===== src/rtl/flash_seq_pkg.sv =====
package flash_seq_pkg;
   typedef enum logic [2:0] {
      ST_IDLE,
      ST_PGM_PULSE,
      ST_PGM_READ,
      ST_ERS_PULSE,
      ST_ERS_READ
   } seq_state_t;

   typedef enum logic {
      OP_PROGRAM,
      OP_ERASE
   } seq_op_t;
endpackage


===== src/rtl/seq_pulse_timer.sv =====
module seq_pulse_timer #(
   parameter int CNT_W = 8
) (
   input  logic             clk,
   input  logic             rst_n,
   input  logic             run,
   input  logic [CNT_W-1:0] len,
   output logic             done
);
   logic [CNT_W-1:0] cnt;

   always_ff @(posedge clk or negedge rst_n) begin
      if (!rst_n)   cnt <= '0;
      else if (run) cnt <= cnt + 1'b1;
      else          cnt <= '0;
   end

   assign done = run && (cnt == len - 1'b1);
endmodule


===== src/rtl/seq_try_counter.sv =====
module seq_try_counter #(
   parameter int LIMIT = 25,
   parameter int CNT_W = $clog2(LIMIT + 1)
) (
   input  logic             clk,
   input  logic             rst_n,
   input  logic             clr,
   input  logic             inc,
   output logic [CNT_W-1:0] count,
   output logic             at_limit
);
   always_ff @(posedge clk or negedge rst_n) begin
      if (!rst_n)    count <= '0;
      else if (clr)  count <= '0;
      else if (inc)  count <= count + 1'b1;
   end

   assign at_limit = (count == CNT_W'(LIMIT));
endmodule


===== src/rtl/seq_addr_walker.sv =====
module seq_addr_walker #(
   parameter int ADDR_W = 4,
   parameter bit RESUME = 1'b1
) (
   input  logic              clk,
   input  logic              rst_n,
   input  logic              load,
   input  logic [ADDR_W-1:0] load_val,
   input  logic              step,
   input  logic              rewind,
   output logic [ADDR_W-1:0] addr,
   output logic              at_last
);
   logic [ADDR_W-1:0] rewind_val;

   generate
      if (RESUME) begin : g_resume
         assign rewind_val = addr;
      end else begin : g_restart
         assign rewind_val = '0;
      end
   endgenerate

   always_ff @(posedge clk or negedge rst_n) begin
      if (!rst_n)       addr <= '0;
      else if (load)    addr <= load_val;
      else if (rewind)  addr <= rewind_val;
      else if (step)    addr <= addr + 1'b1;
   end

   assign at_last = &addr;
endmodule


===== src/rtl/flash_algo_seq.sv =====
module flash_algo_seq
   import flash_seq_pkg::*;
#(
   parameter int ADDR_W          = 4,
   parameter int DATA_W          = 8,
   parameter int PROG_PULSE_CYC  = 10,
   parameter int ERASE_PULSE_CYC = 100,
   parameter int PROG_MAX_TRY    = 25,
   parameter int ERASE_MAX_TRY   = 1000,
   parameter bit VERIFY_RESUME   = 1'b1
) (
   input  logic              clk,
   input  logic              rst_n,
   input  logic              supply_ok,
   input  logic              start_prog,
   input  logic              start_erase,
   input  logic [ADDR_W-1:0] cmd_addr,
   input  logic [DATA_W-1:0] cmd_data,
   output logic              busy,
   output logic              poll_bit,
   output logic              err_flag,
   output logic              pgm_en,
   output logic [ADDR_W-1:0] pgm_addr,
   output logic [DATA_W-1:0] pgm_data,
   output logic              ers_en,
   output logic              rd_req,
   output logic [ADDR_W-1:0] rd_addr,
   input  logic              rd_ack,
   input  logic [DATA_W-1:0] rd_data
);
   localparam int MAX_PULSE = (PROG_PULSE_CYC > ERASE_PULSE_CYC) ? PROG_PULSE_CYC : ERASE_PULSE_CYC;
   localparam int TIMER_W   = $clog2(MAX_PULSE + 1);
   localparam int PTRY_W    = $clog2(PROG_MAX_TRY + 1);
   localparam int ETRY_W    = $clog2(ERASE_MAX_TRY + 1);
   localparam int POLL_IDX  = DATA_W - 1;

   initial begin : g_param_chk
      assert (ADDR_W >= 1 && ADDR_W <= 16) else $error("ADDR_W out of range");
      assert (DATA_W >= 1) else $error("DATA_W must be positive");
      assert (PROG_PULSE_CYC >= 1 && ERASE_PULSE_CYC >= 1) else $error("pulse lengths must be positive");
      assert (PROG_MAX_TRY >= 1 && ERASE_MAX_TRY >= 1) else $error("try limits must be positive");
   end

   seq_state_t        state, state_nx;
   seq_op_t           op;
   logic [DATA_W-1:0] target;
   logic              start_ok;
   logic              tmr_run, tmr_done;
   logic [TIMER_W-1:0] tmr_len;
   logic              rd_match, rd_blank;
   logic              pre_adv, pre_fin, pgm_fail, ers_adv, ers_retry, ers_fail;
   logic              walk_load, walk_step, walk_rewind, at_last;
   logic [ADDR_W-1:0] walk_addr, walk_load_val;
   logic              ptry_clr, ptry_inc, ptry_lim;
   logic              etry_inc, etry_lim;
   logic [PTRY_W-1:0] ptry_cnt;
   logic [ETRY_W-1:0] etry_cnt;

   assign start_ok = (state == ST_IDLE) && supply_ok && (start_prog || start_erase);

   // pulse timer shared by both pulse kinds
   assign tmr_run = (state == ST_PGM_PULSE) || (state == ST_ERS_PULSE);
   assign tmr_len = (state == ST_ERS_PULSE) ? TIMER_W'(ERASE_PULSE_CYC) : TIMER_W'(PROG_PULSE_CYC);

   seq_pulse_timer #(.CNT_W(TIMER_W)) u_timer (
      .clk(clk), .rst_n(rst_n), .run(tmr_run), .len(tmr_len), .done(tmr_done)
   );

   // read-back decisions
   assign rd_match  = (rd_data == pgm_data);
   assign rd_blank  = &rd_data;
   assign pre_adv   = (state == ST_PGM_READ) && rd_ack && rd_match && (op == OP_ERASE) && !at_last;
   assign pre_fin   = (state == ST_PGM_READ) && rd_ack && rd_match && (op == OP_ERASE) && at_last;
   assign pgm_fail  = (state == ST_PGM_READ) && rd_ack && !rd_match && ptry_lim;
   assign ers_adv   = (state == ST_ERS_READ) && rd_ack && rd_blank && !at_last;
   assign ers_retry = (state == ST_ERS_READ) && rd_ack && !rd_blank && !etry_lim;
   assign ers_fail  = (state == ST_ERS_READ) && rd_ack && !rd_blank && etry_lim;

   // address walker
   assign walk_load     = start_ok || pre_fin;
   assign walk_load_val = (start_ok && !start_erase) ? cmd_addr : '0;
   assign walk_step     = pre_adv || ers_adv;
   assign walk_rewind   = ers_retry;

   seq_addr_walker #(.ADDR_W(ADDR_W), .RESUME(VERIFY_RESUME)) u_walker (
      .clk(clk), .rst_n(rst_n), .load(walk_load), .load_val(walk_load_val),
      .step(walk_step), .rewind(walk_rewind), .addr(walk_addr), .at_last(at_last)
   );

   // pulse budgets
   assign ptry_clr = start_ok || pre_adv || pre_fin;
   assign ptry_inc = (state == ST_PGM_PULSE) && tmr_done;
   assign etry_inc = (state == ST_ERS_PULSE) && tmr_done;

   seq_try_counter #(.LIMIT(PROG_MAX_TRY), .CNT_W(PTRY_W)) u_ptry (
      .clk(clk), .rst_n(rst_n), .clr(ptry_clr), .inc(ptry_inc),
      .count(ptry_cnt), .at_limit(ptry_lim)
   );

   seq_try_counter #(.LIMIT(ERASE_MAX_TRY), .CNT_W(ETRY_W)) u_etry (
      .clk(clk), .rst_n(rst_n), .clr(start_ok), .inc(etry_inc),
      .count(etry_cnt), .at_limit(etry_lim)
   );

   // sequencing
   always_comb begin
      state_nx = state;
      if (!supply_ok) begin
         state_nx = ST_IDLE;
      end else begin
         unique case (state)
            ST_IDLE:      if (start_ok) state_nx = ST_PGM_PULSE;
            ST_PGM_PULSE: if (tmr_done) state_nx = ST_PGM_READ;
            ST_PGM_READ:
               if (rd_ack) begin
                  if (rd_match)
                     state_nx = (op == OP_PROGRAM) ? ST_IDLE :
                                (at_last ? ST_ERS_PULSE : ST_PGM_PULSE);
                  else
                     state_nx = ptry_lim ? ST_IDLE : ST_PGM_PULSE;
               end
            ST_ERS_PULSE: if (tmr_done) state_nx = ST_ERS_READ;
            ST_ERS_READ:
               if (rd_ack) begin
                  if (rd_blank)
                     state_nx = at_last ? ST_IDLE : ST_ERS_READ;
                  else
                     state_nx = etry_lim ? ST_IDLE : ST_ERS_PULSE;
               end
            default:      state_nx = ST_IDLE;
         endcase
      end
   end

   always_ff @(posedge clk or negedge rst_n) begin
      if (!rst_n) begin
         state    <= ST_IDLE;
         op       <= OP_PROGRAM;
         target   <= '1;
         err_flag <= 1'b0;
      end else begin
         state <= state_nx;
         if (start_ok) begin
            op       <= start_erase ? OP_ERASE : OP_PROGRAM;
            target   <= start_erase ? '1 : cmd_data;
            err_flag <= 1'b0;
         end else if (supply_ok && (pgm_fail || ers_fail)) begin
            err_flag <= 1'b1;
         end
      end
   end

   // outputs
   assign busy     = (state != ST_IDLE);
   assign pgm_en   = (state == ST_PGM_PULSE);
   assign ers_en   = (state == ST_ERS_PULSE);
   assign rd_req   = (state == ST_PGM_READ) || (state == ST_ERS_READ);
   assign pgm_addr = walk_addr;
   assign rd_addr  = walk_addr;
   assign pgm_data = (op == OP_ERASE) ? '0 : target;
   assign poll_bit = busy ? ~target[POLL_IDX] : target[POLL_IDX];

   // pulse run length monitors for the checks below
   logic [TIMER_W:0] pgm_run, ers_run;
   always_ff @(posedge clk or negedge rst_n) begin
      if (!rst_n) begin
         pgm_run <= '0;
         ers_run <= '0;
      end else begin
         pgm_run <= pgm_en ? pgm_run + 1'b1 : '0;
         ers_run <= ers_en ? ers_run + 1'b1 : '0;
      end
   end

   a_r11_one_channel: assert property (@(posedge clk) disable iff (!rst_n)
      $onehot0({pgm_en, ers_en, rd_req}));

   a_r9_abort_idle: assert property (@(posedge clk) disable iff (!rst_n)
      !supply_ok |=> !busy && !pgm_en && !ers_en && !rd_req);

   a_r2_prog_width: assert property (@(posedge clk) disable iff (!rst_n)
      $fell(pgm_en) && $past(supply_ok) |-> pgm_run == (TIMER_W+1)'(PROG_PULSE_CYC));

   a_r5_erase_width: assert property (@(posedge clk) disable iff (!rst_n)
      $fell(ers_en) && $past(supply_ok) |-> ers_run == (TIMER_W+1)'(ERASE_PULSE_CYC));

   a_r8_err_sticky: assert property (@(posedge clk) disable iff (!rst_n)
      err_flag && !start_ok |=> err_flag);

   a_r7_poll_erase: assert property (@(posedge clk) disable iff (!rst_n)
      busy && (op == OP_ERASE) |-> !poll_bit);

   a_r3_try_bound: assert property (@(posedge clk) disable iff (!rst_n)
      ptry_cnt <= PTRY_W'(PROG_MAX_TRY));

   a_r6_try_bound: assert property (@(posedge clk) disable iff (!rst_n)
      etry_cnt <= ETRY_W'(ERASE_MAX_TRY));
endmodule


===== config.mk =====
export PLATFORM = sky130hd
export DESIGN_NAME = flash_algo_seq
export DESIGN_NICKNAME = d
export VERILOG_FILES = /design/src/rtl/flash_seq_pkg.sv /design/src/rtl/seq_pulse_timer.sv /design/src/rtl/seq_try_counter.sv /design/src/rtl/seq_addr_walker.sv /design/src/rtl/flash_algo_seq.sv
export SDC_FILE = /design/constraint.sdc
export NUM_CORES = 1
export LEC_CHECK = 0
export BUFFER_PORTS_ARGS = -buffer_cell sky130_fd_sc_hd__buf_2
export CAP_MARGIN = 20
export CORE_UTILIZATION = 61
export CTS_BUF_LIST = sky130_fd_sc_hd__clkbuf_4 sky130_fd_sc_hd__clkbuf_8
export CTS_CLUSTER_DIAMETER = 200
export DETAILED_ROUTE_END_ITERATION = 10
export PLACE_DENSITY = 0.95
export SETUP_SLACK_MARGIN = 0.05
export SLEW_MARGIN = 10
export SYNTH_ARGS = -nofsm -noshare
export SYNTH_HDL_FRONTEND = slang
export SYNTH_SLANG_ARGS = --single-unit
export TNS_END_PERCENT = 10

===== constraint.sdc =====
create_clock -name clk -period 5.8 [get_ports clk]
set_clock_uncertainty 0.15 [all_clocks]
set_input_delay 1.45 -clock clk [delete_from_list [all_inputs] [get_ports clk]]
set_output_delay 1.45 -clock clk [all_outputs]
set_load 0.05 [all_outputs]

==> Yosys cells after proc, flatten, opt, wreduce, memory -nomap -nowiden <==
Index checks and enable logic that the tools add are counted.
{ "totals": {"ff_bits": 39, "output_inout_bits": 22} }
{ "op_classes": {"muxes": 30, "reduce_logical": 43, "eq_ne": 14, "bitwise": 1, "n_addsub": 5} }
{ "ops": {"columns": ["cell", "count"], "rows": [
  ["3-bit 2-to-1 mux", 8],
  ["1-bit logical AND", 20],
  ["10-bit 2-to-1 mux", 2],
  ["4-bit 2-to-1 mux", 4],
  ["8-bit 2-to-1 mux", 2],
  ["3-bit one-hot mux with 5 select lines", 1],
  ["7-bit 2-to-1 mux", 2],
  ["10-bit by 1-bit adder with 10-bit output, second input constant", 1],
  ["10-bit equality test, second input constant", 1],
  ["5-bit 2-to-1 mux", 2],
  ["3-bit != test, second input constant", 3],
  ["8-bit equality test", 1],
  ["1-bit logical OR", 8],
  ["2-bit 2-to-1 mux", 4],
  ["8-bit AND reduction", 1],
  ["2-bit nonzero test", 4],
  ["7-bit by 1-bit adder with 7-bit output, second input constant", 1],
  ["7-bit equality test", 1],
  ["7-bit by 1-bit subtractor with 7-bit output, second input constant", 1],
  ["3-bit by 2-bit equality test with 1-bit output, second input constant", 2],
  ["3-bit by 2-bit != test with 1-bit output, second input constant", 2],
  ["5-bit by 1-bit adder with 5-bit output, second input constant", 1],
  ["5-bit equality test, second input constant", 1],
  ["1-bit zero test", 5],
  ["other kinds (11)", 15]
]} }

==> Depth between registers and ports, before layout <==
Gate-level depths: netlist of run 1.
{ "depth": {"word_depth": 9, "ltp_mapped": 8, "mapped_depth_nobuf": 8} }

==> By module <==
Synthesis of run 1 repeated with hierarchy kept, for this count alone.
{ "unflattened": {"hier_cells": 298, "area_unflattened_um2": 2707.6} }
{ "modules_own_cells": {"columns": ["mod", "instances", "area_per_inst_um2", "seq_area_each_um2", "cells_per_inst"], "rows": [
  ["flash_algo_seq", 1, 1124.8, 335.3, 144],
  ["seq_pulse_timer", 1, 541.8, 175.2, 54],
  ["seq_try_counter at u_etry", 1, 536.8, 250.2, 52],
  ["seq_try_counter at u_ptry", 1, 280.3, 125.1, 25],
  ["seq_addr_walker", 1, 224.0, 100.1, 23]
]} }

==> Worst setup path after synthesis of run 1 <==
OpenSTA, ideal clock, no wires.
{ "synth_timing": {"path_kind": "register -> output", "startpoint": "reg state[0]", "endpoint": "out poll_bit", "slack_ps": 2267, "path_stages_with_launch": 4, "arrival_time_ps": 1933, "n_path_buf": 1, "path_cell_list": "dfrtp_1 or3_1 clkbuf_1 xor2_1"} }
{ "synth_via": {"elab_chain_cells": 2} }
{ "synth_rtl": {"columns": ["item", "line_no", "rtl"], "rows": [
  ["start, declared", "flash_algo_seq.sv:44", "seq_state_t state, state_nx;"],
  ["start signal, assigned", "flash_algo_seq.sv:142", "state <= state_nx;"],
  ["3-bit nonzero test", "flash_algo_seq.sv:154", "assign busy = (state != ST_IDLE);"],
  ["named net busy", "flash_algo_seq.sv:19", "output logic busy,"],
  ["1-bit 2-to-1 mux", "flash_algo_seq.sv:161", "assign poll_bit = busy ? ~target[POLL_IDX] : target[POLL_IDX];"],
  ["end, declared", "flash_algo_seq.sv:20", "output logic poll_bit,"]
]} }
The timed path passes the listed nets, and every way through them passes these cells.

==> Worst setup path in the final report of run 1 <==
{ "layout_timing": {"startpoint": "in rd_data[3]", "endpoint": "reg u_walker.addr[1]"} }
{ "layout_via": {"elab_chain_cells": 7} }
{ "layout_rtl": {"columns": ["item", "line_no", "rtl"], "rows": [
  ["start, declared", "flash_algo_seq.sv:29", "input logic [DATA_W-1:0] rd_data"],
  ["8-bit equality test", "flash_algo_seq.sv:70", "assign rd_match = (rd_data == pgm_data);"],
  ["1-bit logical AND (2 in a row)", "flash_algo_seq.sv:72, flash_algo_seq.sv:73", null],
  ["1-bit logical AND (on tied branches)", "flash_algo_seq.sv:73, flash_algo_seq.sv:72", null],
  ["1-bit logical OR (on tied branches)", "flash_algo_seq.sv:80, flash_algo_seq.sv:82", null],
  ["2-bit by 1-bit != test with 1-bit output (no line) / 2-bit nonzero test (equally long branches)", null, null],
  ["2-bit AND reduction (no line)", null, null],
  ["end signal, assigned", "seq_addr_walker.sv:26", "else if (load) addr <= load_val;"],
  ["end signal, assigned", "seq_addr_walker.sv:27", "else if (rewind) addr <= rewind_val;"],
  ["end signal, assigned", "seq_addr_walker.sv:28", "else if (step) addr <= addr + 1'b1;"],
  ["end, declared", "seq_addr_walker.sv:11", "output logic [ADDR_W-1:0] addr,"]
]} }
Several ways; a longest one is shown, not always the timed one.
A chain may end at the register's enable or synchronous reset.

==> metrics.txt, run 1 <==
# TYPE chip_impl_metric gauge
chip_impl_metric{name="worstMarginPinSlew",unit="ps"} 907.6
chip_impl_metric{name="i_o_pin_total",unit=""} 48
chip_impl_metric{name="antenna_cells",unit=""} 0
chip_impl_info{name="clock_tree.root_cell",value="sky130_fd_sc_hd__clkbuf_8"} 1
chip_impl_metric{name="hold-worst-slack",unit="ps"} 339.2
chip_impl_metric{name="maxSlewViolCount",unit=""} 0
chip_impl_metric{name="synth_xor_area_share",unit="%"} 6.996
chip_impl_metric{name="power.internal",unit="uW"} 694.6
chip_impl_metric{name="clk_latency",unit="ps"} 290
chip_impl_metric{name="post_cts_resize_count",unit=""} 0
chip_impl_metric{name="die_area",unit="um^2"} 4153
chip_impl_metric{name="crit_required",unit="ps"} 5830
chip_impl_metric{name="antenna_left",unit=""} 0
chip_impl_metric{name="combPwrFrac",unit="%"} 45.2
chip_impl_metric{name="yosys-mux-area-fraction",unit="%"} 0.9469
chip_impl_metric{name="fin_crit",unit="ps"} 3530
chip_impl_metric{name="grtUsageTotal",unit="%"} 28.85
chip_impl_metric{name="combined_area_of_the_multi_input_logic_cells",unit="um^2"} 1272
chip_impl_info{name="timing.critical_path.max_delay_family",value="compound AO/OA/AOI/OAI gates"} 1
chip_impl_metric{name="dpl_worst_slack",unit="ps"} 2034
chip_impl_metric{name="drt-vias-per-instance",unit=""} 5.926
chip_impl_info{name="worstHoldPathType",value="flop to flop"} 1
chip_impl_metric{name="async_flop_share",unit="%"} 100.0
chip_impl_metric{name="buffer_ports.inserted",unit=""} 47
chip_impl_metric{name="p_per_area",unit="nW/um^2"} 475.7
chip_impl_metric{name="synth.avg_cell_area",unit="um^2"} 8.618
chip_impl_metric{name="die-width",unit="um"} 64.45
chip_impl_metric{name="hpwlAfterDp",unit="mm"} 3.888
chip_impl_metric{name="fraction_of_final_layout_cells_sized_beyond_drive_strength_1",unit="%"} 22.47
chip_impl_metric{name="timing.critical_path.slowest_cell_delay",unit="ps"} 820
chip_impl_metric{name="vias_in_the_first_global_route",unit=""} 2042
chip_impl_metric{name="max-cap-violations",unit=""} 0
chip_impl_metric{name="floorplan.initialDensity",unit="%"} 64.48
chip_impl_metric{name="grt_overflow_total",unit=""} 0
chip_impl_metric{name="fillCellCount",unit=""} 280
chip_impl_info{name="synth-main-ff-cell",value="sky130_fd_sc_hd__dfrtp_1"} 1
chip_impl_info{name="critical_path_endpoint_category",value="flop"} 1
chip_impl_metric{name="synth_edf_count",unit=""} 0
chip_impl_metric{name="synth_fa_ha_area_share",unit="%"} 3.156
chip_impl_metric{name="die_h",unit="um"} 64.45
chip_impl_info{name="cts_tree",value="built"} 1
chip_impl_metric{name="core-area",unit="um^2"} 3689
chip_impl_metric{name="grt_pass1_wl",unit="mm"} 9.128
chip_impl_metric{name="drc",unit=""} 0
chip_impl_metric{name="vdd_ir_drop_max",unit="mV"} 0.2112
chip_impl_metric{name="grt_antenna_before_repair",unit=""} 0
chip_impl_metric{name="critical_path_arrival",unit="ps"} 3560
chip_impl_metric{name="netlist-cell-type-count",unit=""} 46
chip_impl_metric{name="cts_setup_buffers",unit=""} 0
chip_impl_info{name="crit_path_top_delay_cell",value="sky130_fd_sc_hd__a222oi_1"} 1
chip_impl_info{name="rsz0062_at_grt",value="false"} 1
chip_impl_metric{name="post-route-worst-setup-slack",unit="ps"} 2270
chip_impl_metric{name="routedLengthMet1",unit="mm"} 2.323
chip_impl_info{name="highest_layer",value="met4"} 1
chip_impl_metric{name="grt_start_max_net_pins",unit=""} 40
chip_impl_metric{name="cell_row_count",unit=""} 22
chip_impl_metric{name="clkPwrFrac",unit="%"} 21.0
chip_impl_metric{name="cp_max_fo",unit=""} 7
chip_impl_metric{name="flow.area_growth_from_synthesis",unit="%"} 14.99
chip_impl_metric{name="total_leakage_power",unit="nW"} 1.272
chip_impl_metric{name="synthesis.instances",unit=""} 276
chip_impl_metric{name="yosys_warnings",unit=""} 0
chip_impl_info{name="cp-start-kind",value="input pin"} 1
chip_impl_metric{name="slew_headroom",unit="%"} 39.49
chip_impl_metric{name="wl",unit="mm"} 5.477
chip_impl_metric{name="clock_path_buffers",unit=""} 2
chip_impl_info{name="synth_top_family_by_area",value="simple AND/OR/NAND/NOR gates"} 1
chip_impl_metric{name="mappedNetlistArea",unit="um^2"} 2379
chip_impl_info{name="outcome",value="finished clean"} 1
chip_impl_metric{name="compound_gate_portion_of_the_synthesized_area",unit="%"} 14.78
chip_impl_metric{name="cts_hold_buf",unit=""} 0
chip_impl_metric{name="synth.yosys.seq_area_share",unit="%"} 41.45
chip_impl_metric{name="drt_pass_1_iters",unit=""} 4
chip_impl_metric{name="synth.ff_latch_count",unit=""} 39
chip_impl_metric{name="via_count",unit=""} 2157
chip_impl_metric{name="h-tree-depth",unit=""} 2
chip_impl_metric{name="report.final.hold_viol_count",unit=""} 0
chip_impl_metric{name="ff_latch_area",unit="um^2"} 985.9
chip_impl_metric{name="number_of_nets_in_the_synthesized_netlist",unit=""} 308
chip_impl_metric{name="design.final.nets",unit=""} 347
chip_impl_metric{name="switching_share_of_power",unit="%"} 46.61
chip_impl_metric{name="clkTransAtPathRegs",unit="ps"} 80
chip_impl_metric{name="final_min_period_over_clock_period",unit="%"} 60.86
chip_impl_metric{name="switchingPower",unit="uW"} 606.4
chip_impl_metric{name="routed-wl-met3",unit="um"} 316
chip_impl_metric{name="clkSinkCount",unit=""} 39
chip_impl_metric{name="gp_congestion",unit=""} 0.8844
chip_impl_metric{name="routedWlPerCell",unit="um"} 15.05
chip_impl_metric{name="finalSetupViolations",unit=""} 0
chip_impl_metric{name="dr_wl_met2",unit="mm"} 2.799
chip_impl_metric{name="cts_made_buffers",unit=""} 5
chip_impl_info{name="setup.worst_path.class",value="input pin to flop"} 1
chip_impl_metric{name="achievable-frequency",unit="MHz"} 283.3
chip_impl_info{name="cell_chain_critical_path",value="buf_2 -> nand4bb_2 -> o22a_1 -> a222oi_1 -> nand4b_1 -> a32o_1 -> mux2_2"} 1
chip_impl_metric{name="critPathBufInv",unit=""} 1
chip_impl_metric{name="drt_iter0_drc",unit=""} 159
chip_impl_metric{name="pwr-share-seq",unit="%"} 33.8
chip_impl_metric{name="tns",unit="ps"} 0
chip_impl_metric{name="synth_simple_gate_area_share",unit="%"} 27.62
[final cells by class]
| cell class | count | area share [%] |
|---|---|---|
| multi-input cells | 211 | 46.52 |
| flip-flops and latches | 39 | 36.05 |
| repair buffers | 48 | 8.875 |
| clock buffers | 6 | 2.790 |
| clock inverters | 2 | 2.196 |
| well taps | 48 | 2.196 |
| inverters | 10 | 1.372 |
[synth_stat cells (all sizes together), types with 2 or more instances]
| library cell | number | area, um^2 |
|---|---|---|
| nor2 | 36 | 135.1 |
| nand2 | 33 | 123.9 |
| dfrtp | 31 | 775.7 |
| o21ai | 24 | 120.1 |
| a21oi | 15 | 75.07 |
| xor2 | 14 | 122.6 |
| clkbuf | 11 | 41.29 |
| inv | 10 | 37.54 |
| nor2b | 9 | 56.30 |
| dfstp | 8 | 210.2 |
| nand4 | 8 | 50.05 |
| and3 | 6 | 37.54 |
| ha | 6 | 75.07 |
| buf | 5 | 41.29 |
| xnor2 | 5 | 43.79 |
| or3 | 4 | 25.02 |
| a31oi | 3 | 18.77 |
| nand2b | 3 | 18.77 |
| nand3 | 3 | 15.01 |
| nand3b | 3 | 22.52 |
| nand4b | 3 | 26.28 |
| nand4bb | 3 | 43.79 |
| nor3 | 3 | 15.01 |
| nor3b | 3 | 22.52 |
| o22a | 3 | 26.28 |
| o22ai | 3 | 18.77 |
| a211oi | 2 | 15.01 |
| a21o | 2 | 15.01 |
| mux2 | 2 | 22.52 |
[power by group through the flow]
| stage | Combinational [mW] | Clock [mW] | Sequential [mW] |
|---|---|---|---|
| 2_1_floorplan | 0.465 | 0 | 0.451 |
| 3_3_place_gp | 0.575 | 0 | 0.434 |
| 3_5_place_dp | 0.587 | 0 | 0.439 |
| 4_1_cts | 0.589 | 0.275 | 0.434 |
| 5_1_grt | 0.631 | 0.288 | 0.449 |
| 6_report | 0.588 | 0.273 | 0.439 |
[worst register-to-register path, stage by stage (launching register included)]
cell                        delay, ps
sky130_fd_sc_hd__dfrtp_1          580
sky130_fd_sc_hd__nand4bb_2        340
sky130_fd_sc_hd__o22a_1           210
sky130_fd_sc_hd__a222oi_1         820
sky130_fd_sc_hd__nand4b_1         270
sky130_fd_sc_hd__a32o_1           320
sky130_fd_sc_hd__mux2_2           250
[stage by stage]
step | instance area (um^2) | total power [mW] | std cells | utilization, %
3_5_place_dp | 2599 | 1.025 | 356 | 70.45
2_1_floorplan | 2379 | 0.9158 | 276 | -
4_1_cts | 2735 | 1.299 | 364 | 74.15
6_report | 2735 | 1.301 | 364 | 74.15
5_1_grt | 2735 | 1.368 | 364 | 74.15
3_3_place_gp | 2599 | 1.009 | 356 | 70.45
[kinds of logic after synthesis]
group           Yosys count
simple gates            125
compound gates           59
flops                    39
buf+inv                  26
xor+xnor                 19
fa+ha+maj                 6
mux                       2
[cell usage in the layout, fill, tap and decap left out, types with 9 or more instances in the layout]
master / instances
sky130_fd_sc_hd__dfrtp_1: 31
sky130_fd_sc_hd__nor2_1: 36
sky130_fd_sc_hd__xor2_1: 14
sky130_fd_sc_hd__o21ai_0: 24
sky130_fd_sc_hd__inv_1: 10
sky130_fd_sc_hd__nor2b_1: 9
sky130_fd_sc_hd__a21oi_1: 15
sky130_fd_sc_hd__buf_2: 47
sky130_fd_sc_hd__nand2_1: 33
[final timing paths]
path                                                     end  cells past startpoint  slack, ps                  start
worst max-delay path            u_walker.addr[1]$_DFFE_PN0P_                      7       2270             rd_data[3]
worst min-delay path                   target[1]$_DFFE_PN1N_                      2        340  target[1]$_DFFE_PN1N_
worst max register to register  u_walker.addr[1]$_DFFE_PN0P_                      6       2750         op$_DFFE_PN0N_
worst min register to register         target[1]$_DFFE_PN1N_                      2        340  target[1]$_DFFE_PN1N_
max in group asynchronous        u_ptry.count[2]$_DFFE_PN0P_                      1       3870                  rst_n
min in group asynchronous        u_etry.count[9]$_DFFE_PN0P_                      1       1100                  rst_n
[state kept, by name (all words and copies together), names as in the netlist]
signal	count
u_etry.count	10
target	8
u_timer.cnt	7
u_ptry.count	5
u_walker.addr	4
state	3
err_flag	1
op	1
[routing by layer]
layer  vias up  GRT usage, %
li1       1036             -
met1      1038         34.61
met2        79         49.74
met3         4         7.218
met4         0         10.83
met5         -             0
(Power assumes the default switching activity.)
==> run 2: changes to the inputs <==
CORE_UTILIZATION = 57   (was 61)
PLACE_DENSITY = 0.9   (was 0.95)
clock period = 3.3 ns   (was 5.8 ns; I/O delays follow)
==> run 2 against run 1 <==
  * Combinational power up 77%
  * Hold slack lost 8.7 ps
  * Cell count grew 1.1%
  * Global-route usage down 2.6 points
  * Sequential share of layout area barely moved
  * First-iteration DRC count up 13%
  * Largest cell class unchanged
  * Highest routed layer unchanged
==> metrics.txt, run 2 (synthesis gave the netlist of run 1 again) <==
# TYPE chip_impl_metric gauge
chip_impl_metric{name="grt_start_max_net_pins",unit=""} 40
chip_impl_metric{name="drt_pass_1_iters",unit=""} 4
chip_impl_metric{name="ff2ff_path_depth",unit=""} 6
chip_impl_metric{name="drt_iter0_drc",unit=""} 179
chip_impl_info{name="worst_hold_startpoint",value="target[0]$_DFFE_PN1N_"} 1
chip_impl_metric{name="clock_path_buffers",unit=""} 2
chip_impl_info{name="worstHoldPathType",value="flop to flop"} 1
chip_impl_metric{name="worstMarginPinSlew",unit="ps"} 852.1
chip_impl_metric{name="cts_made_buffers",unit=""} 5
chip_impl_info{name="layout_commonest_cell",value="sky130_fd_sc_hd__buf_2"} 1
chip_impl_metric{name="holdPathStages",unit=""} 2
chip_impl_metric{name="fin_crit",unit="ps"} 2667
chip_impl_info{name="cell_chain_critical_path",value="or3_1 -> xor2_1 -> buf_2"} 1
chip_impl_info{name="most-common-layout-cells",value="sky130_fd_sc_hd__buf_2 (47), sky130_fd_sc_hd__nor2_1 (36), sky130_fd_sc_hd__nand2_1 (33)"} 1
chip_impl_info{name="reg_top3",value="u_etry.count x10, target x8, u_timer.cnt x7"} 1
chip_impl_info{name="rr_startpoint",value="op$_DFFE_PN0N_"} 1
chip_impl_info{name="critical_path_endpoint_category",value="primary output"} 1
chip_impl_metric{name="floorplan.initialDensity",unit="%"} 59.46
chip_impl_metric{name="buffer_ports.inserted",unit=""} 47
chip_impl_metric{name="achievable-frequency",unit="MHz"} 374.9
chip_impl_metric{name="gp_congestion",unit=""} 0.8248
chip_impl_metric{name="tns",unit="ps"} 0
chip_impl_metric{name="cell_row_count",unit=""} 23
chip_impl_info{name="cp-start-kind",value="flop"} 1
chip_impl_metric{name="clk_latency",unit="ps"} 290
chip_impl_metric{name="reg2reg_setup_slack",unit="ps"} 680
chip_impl_info{name="outcome",value="finished clean"} 1
chip_impl_metric{name="routedWlPerCell",unit="um"} 14.52
chip_impl_metric{name="dp_cells",unit=""} 360
chip_impl_metric{name="grtUsageTotal",unit="%"} 26.23
chip_impl_info{name="hold_end",value="target[0]$_DFFE_PN1N_"} 1
chip_impl_metric{name="timing.critical_path.slowest_cell_delay",unit="ps"} 490
chip_impl_info{name="crit_path_top_delay_cell",value="sky130_fd_sc_hd__dfrtp_1"} 1
chip_impl_metric{name="hpwlAfterDp",unit="mm"} 3.743
chip_impl_metric{name="report.final.hold_viol_count",unit=""} 0
chip_impl_metric{name="h-tree-depth",unit=""} 2
chip_impl_metric{name="final_min_period_over_clock_period",unit="%"} 80.83
chip_impl_metric{name="die_area",unit="um^2"} 4435
chip_impl_metric{name="die-width",unit="um"} 66.60
chip_impl_metric{name="fraction_of_final_layout_cells_sized_beyond_drive_strength_1",unit="%"} 22.96
chip_impl_metric{name="slew_headroom",unit="%"} 43.20
chip_impl_metric{name="i_o_pin_total",unit=""} 48
chip_impl_metric{name="post_cts_resize_count",unit=""} 0
chip_impl_metric{name="antenna_cells",unit=""} 0
chip_impl_metric{name="cp_max_fo",unit=""} 11
chip_impl_metric{name="drc",unit=""} 0
chip_impl_metric{name="finalSetupViolations",unit=""} 0
chip_impl_metric{name="via_count",unit=""} 2160
chip_impl_info{name="cts_tree",value="built"} 1
chip_impl_metric{name="core-area",unit="um^2"} 4000
chip_impl_metric{name="cts_hold_buf",unit=""} 0
chip_impl_metric{name="vdd_ir_drop_max",unit="mV"} 0.7989
chip_impl_metric{name="grt_overflow_total",unit=""} 0
chip_impl_metric{name="grt_pass1_wl",unit="mm"} 8.811
chip_impl_metric{name="final_cells",unit=""} 368
chip_impl_metric{name="grt_antenna_before_repair",unit=""} 0
chip_impl_metric{name="maxSlewViolCount",unit=""} 0
chip_impl_metric{name="die_h",unit="um"} 66.60
chip_impl_info{name="clock_tree.root_cell",value="sky130_fd_sc_hd__clkbuf_8"} 1
chip_impl_metric{name="drt-vias-per-instance",unit=""} 5.870
chip_impl_metric{name="clkSinkCount",unit=""} 39
chip_impl_metric{name="design.final.nets",unit=""} 349
chip_impl_metric{name="wl",unit="mm"} 5.343
chip_impl_metric{name="critical_path_arrival",unit="ps"} 1690
chip_impl_metric{name="max-cap-violations",unit=""} 0
chip_impl_metric{name="antenna_left",unit=""} 0
chip_impl_metric{name="clkTransAtPathRegs",unit="ps"} 80
chip_impl_metric{name="crit_required",unit="ps"} 2320
chip_impl_metric{name="flow.area_growth_from_synthesis",unit="%"} 14.94
chip_impl_metric{name="cts_setup_buffers",unit=""} 0
chip_impl_info{name="setup.worst_path.class",value="flop to primary output"} 1
chip_impl_info{name="regToRegEndpoint",value="u_walker.addr[1]$_DFFE_PN0P_"} 1
chip_impl_info{name="rsz0062_at_grt",value="false"} 1
chip_impl_metric{name="largest_reg_flops",unit=""} 10
chip_impl_metric{name="total_leakage_power",unit="nW"} 1.275
chip_impl_metric{name="p_per_area",unit="nW/um^2"} 814.0
chip_impl_metric{name="vias_in_the_first_global_route",unit=""} 2041
chip_impl_info{name="largest-register",value="u_etry.count"} 1
run 2: worst max-delay path by stage:
stage               slack [ps]                           end                  from  cells after the start
floorplan                  390                      poll_bit  state[0]$_DFFE_PN0P_                      3
global placement           610  u_walker.addr[1]$_DFFE_PN0P_            rd_data[3]                      7
detailed placement         540  u_walker.addr[1]$_DFFE_PN0P_            rd_data[3]                      7
CTS                        640                      poll_bit  state[1]$_DFFE_PN0P_                      3
global route               550                      poll_bit  state[1]$_DFFE_PN0P_                      3
finish                     630                      poll_bit  state[1]$_DFFE_PN0P_                      3
run 2: report_power, final:
part,switching [mW],leakage (nW),internal [mW]
combinational,0.734,0.709,0.304
clock,0.170,0.0612,0.245
sequential,0.162,0.505,0.611
run 2: worst max-delay path: cells and delay by family (launching register included):
| kind | cells | cell delay (ps) |
|---|---|---|
| flops | 1 | 490 |
| simple gates | 1 | 490 |
| buf+inv | 1 | 270 |
| xor+xnor | 1 | 140 |
run 2: final cells by class:
type / count / area (um^2)
clock buffer: 6 / 82.58
tap: 50 / 62.56
sequential: 39 / 985.9
timing repair buffer: 50 / 257.7
clock inverter: 2 / 35.03
inverter: 10 / 37.54
multi-input combinational: 211 / 1272
fill: 288 / 1266
run 2: through the flow:
step	total power [mW]	setup WS [ps]	cell area, um^2	util (%)	hold WS [ps]
2_1_floorplan	1.610	391.6	2379	-	289.2
3_3_place_gp	1.776	605.8	2616	65.41	316.8
3_5_place_dp	1.803	543.7	2616	65.41	319.4
4_1_cts	2.222	643.5	2734	68.35	329.6
5_1_grt	2.341	548.7	2734	68.35	353.7
6_report	2.225	632.6	2734	68.35	330.5
run 2: routing by layer:
layer | share of wire (%) | track usage [%] | vias up | routed length [um]
li1 | - | - | 1042 | -
met1 | 42 | 32.45 | 1010 | 2254
met2 | 48 | 42.42 | 90 | 2549
met3 | 7.4 | 7.021 | 18 | 398
met4 | 2.6 | 11.97 | 0 | 141
met5 | 0 | 0 | - | 0
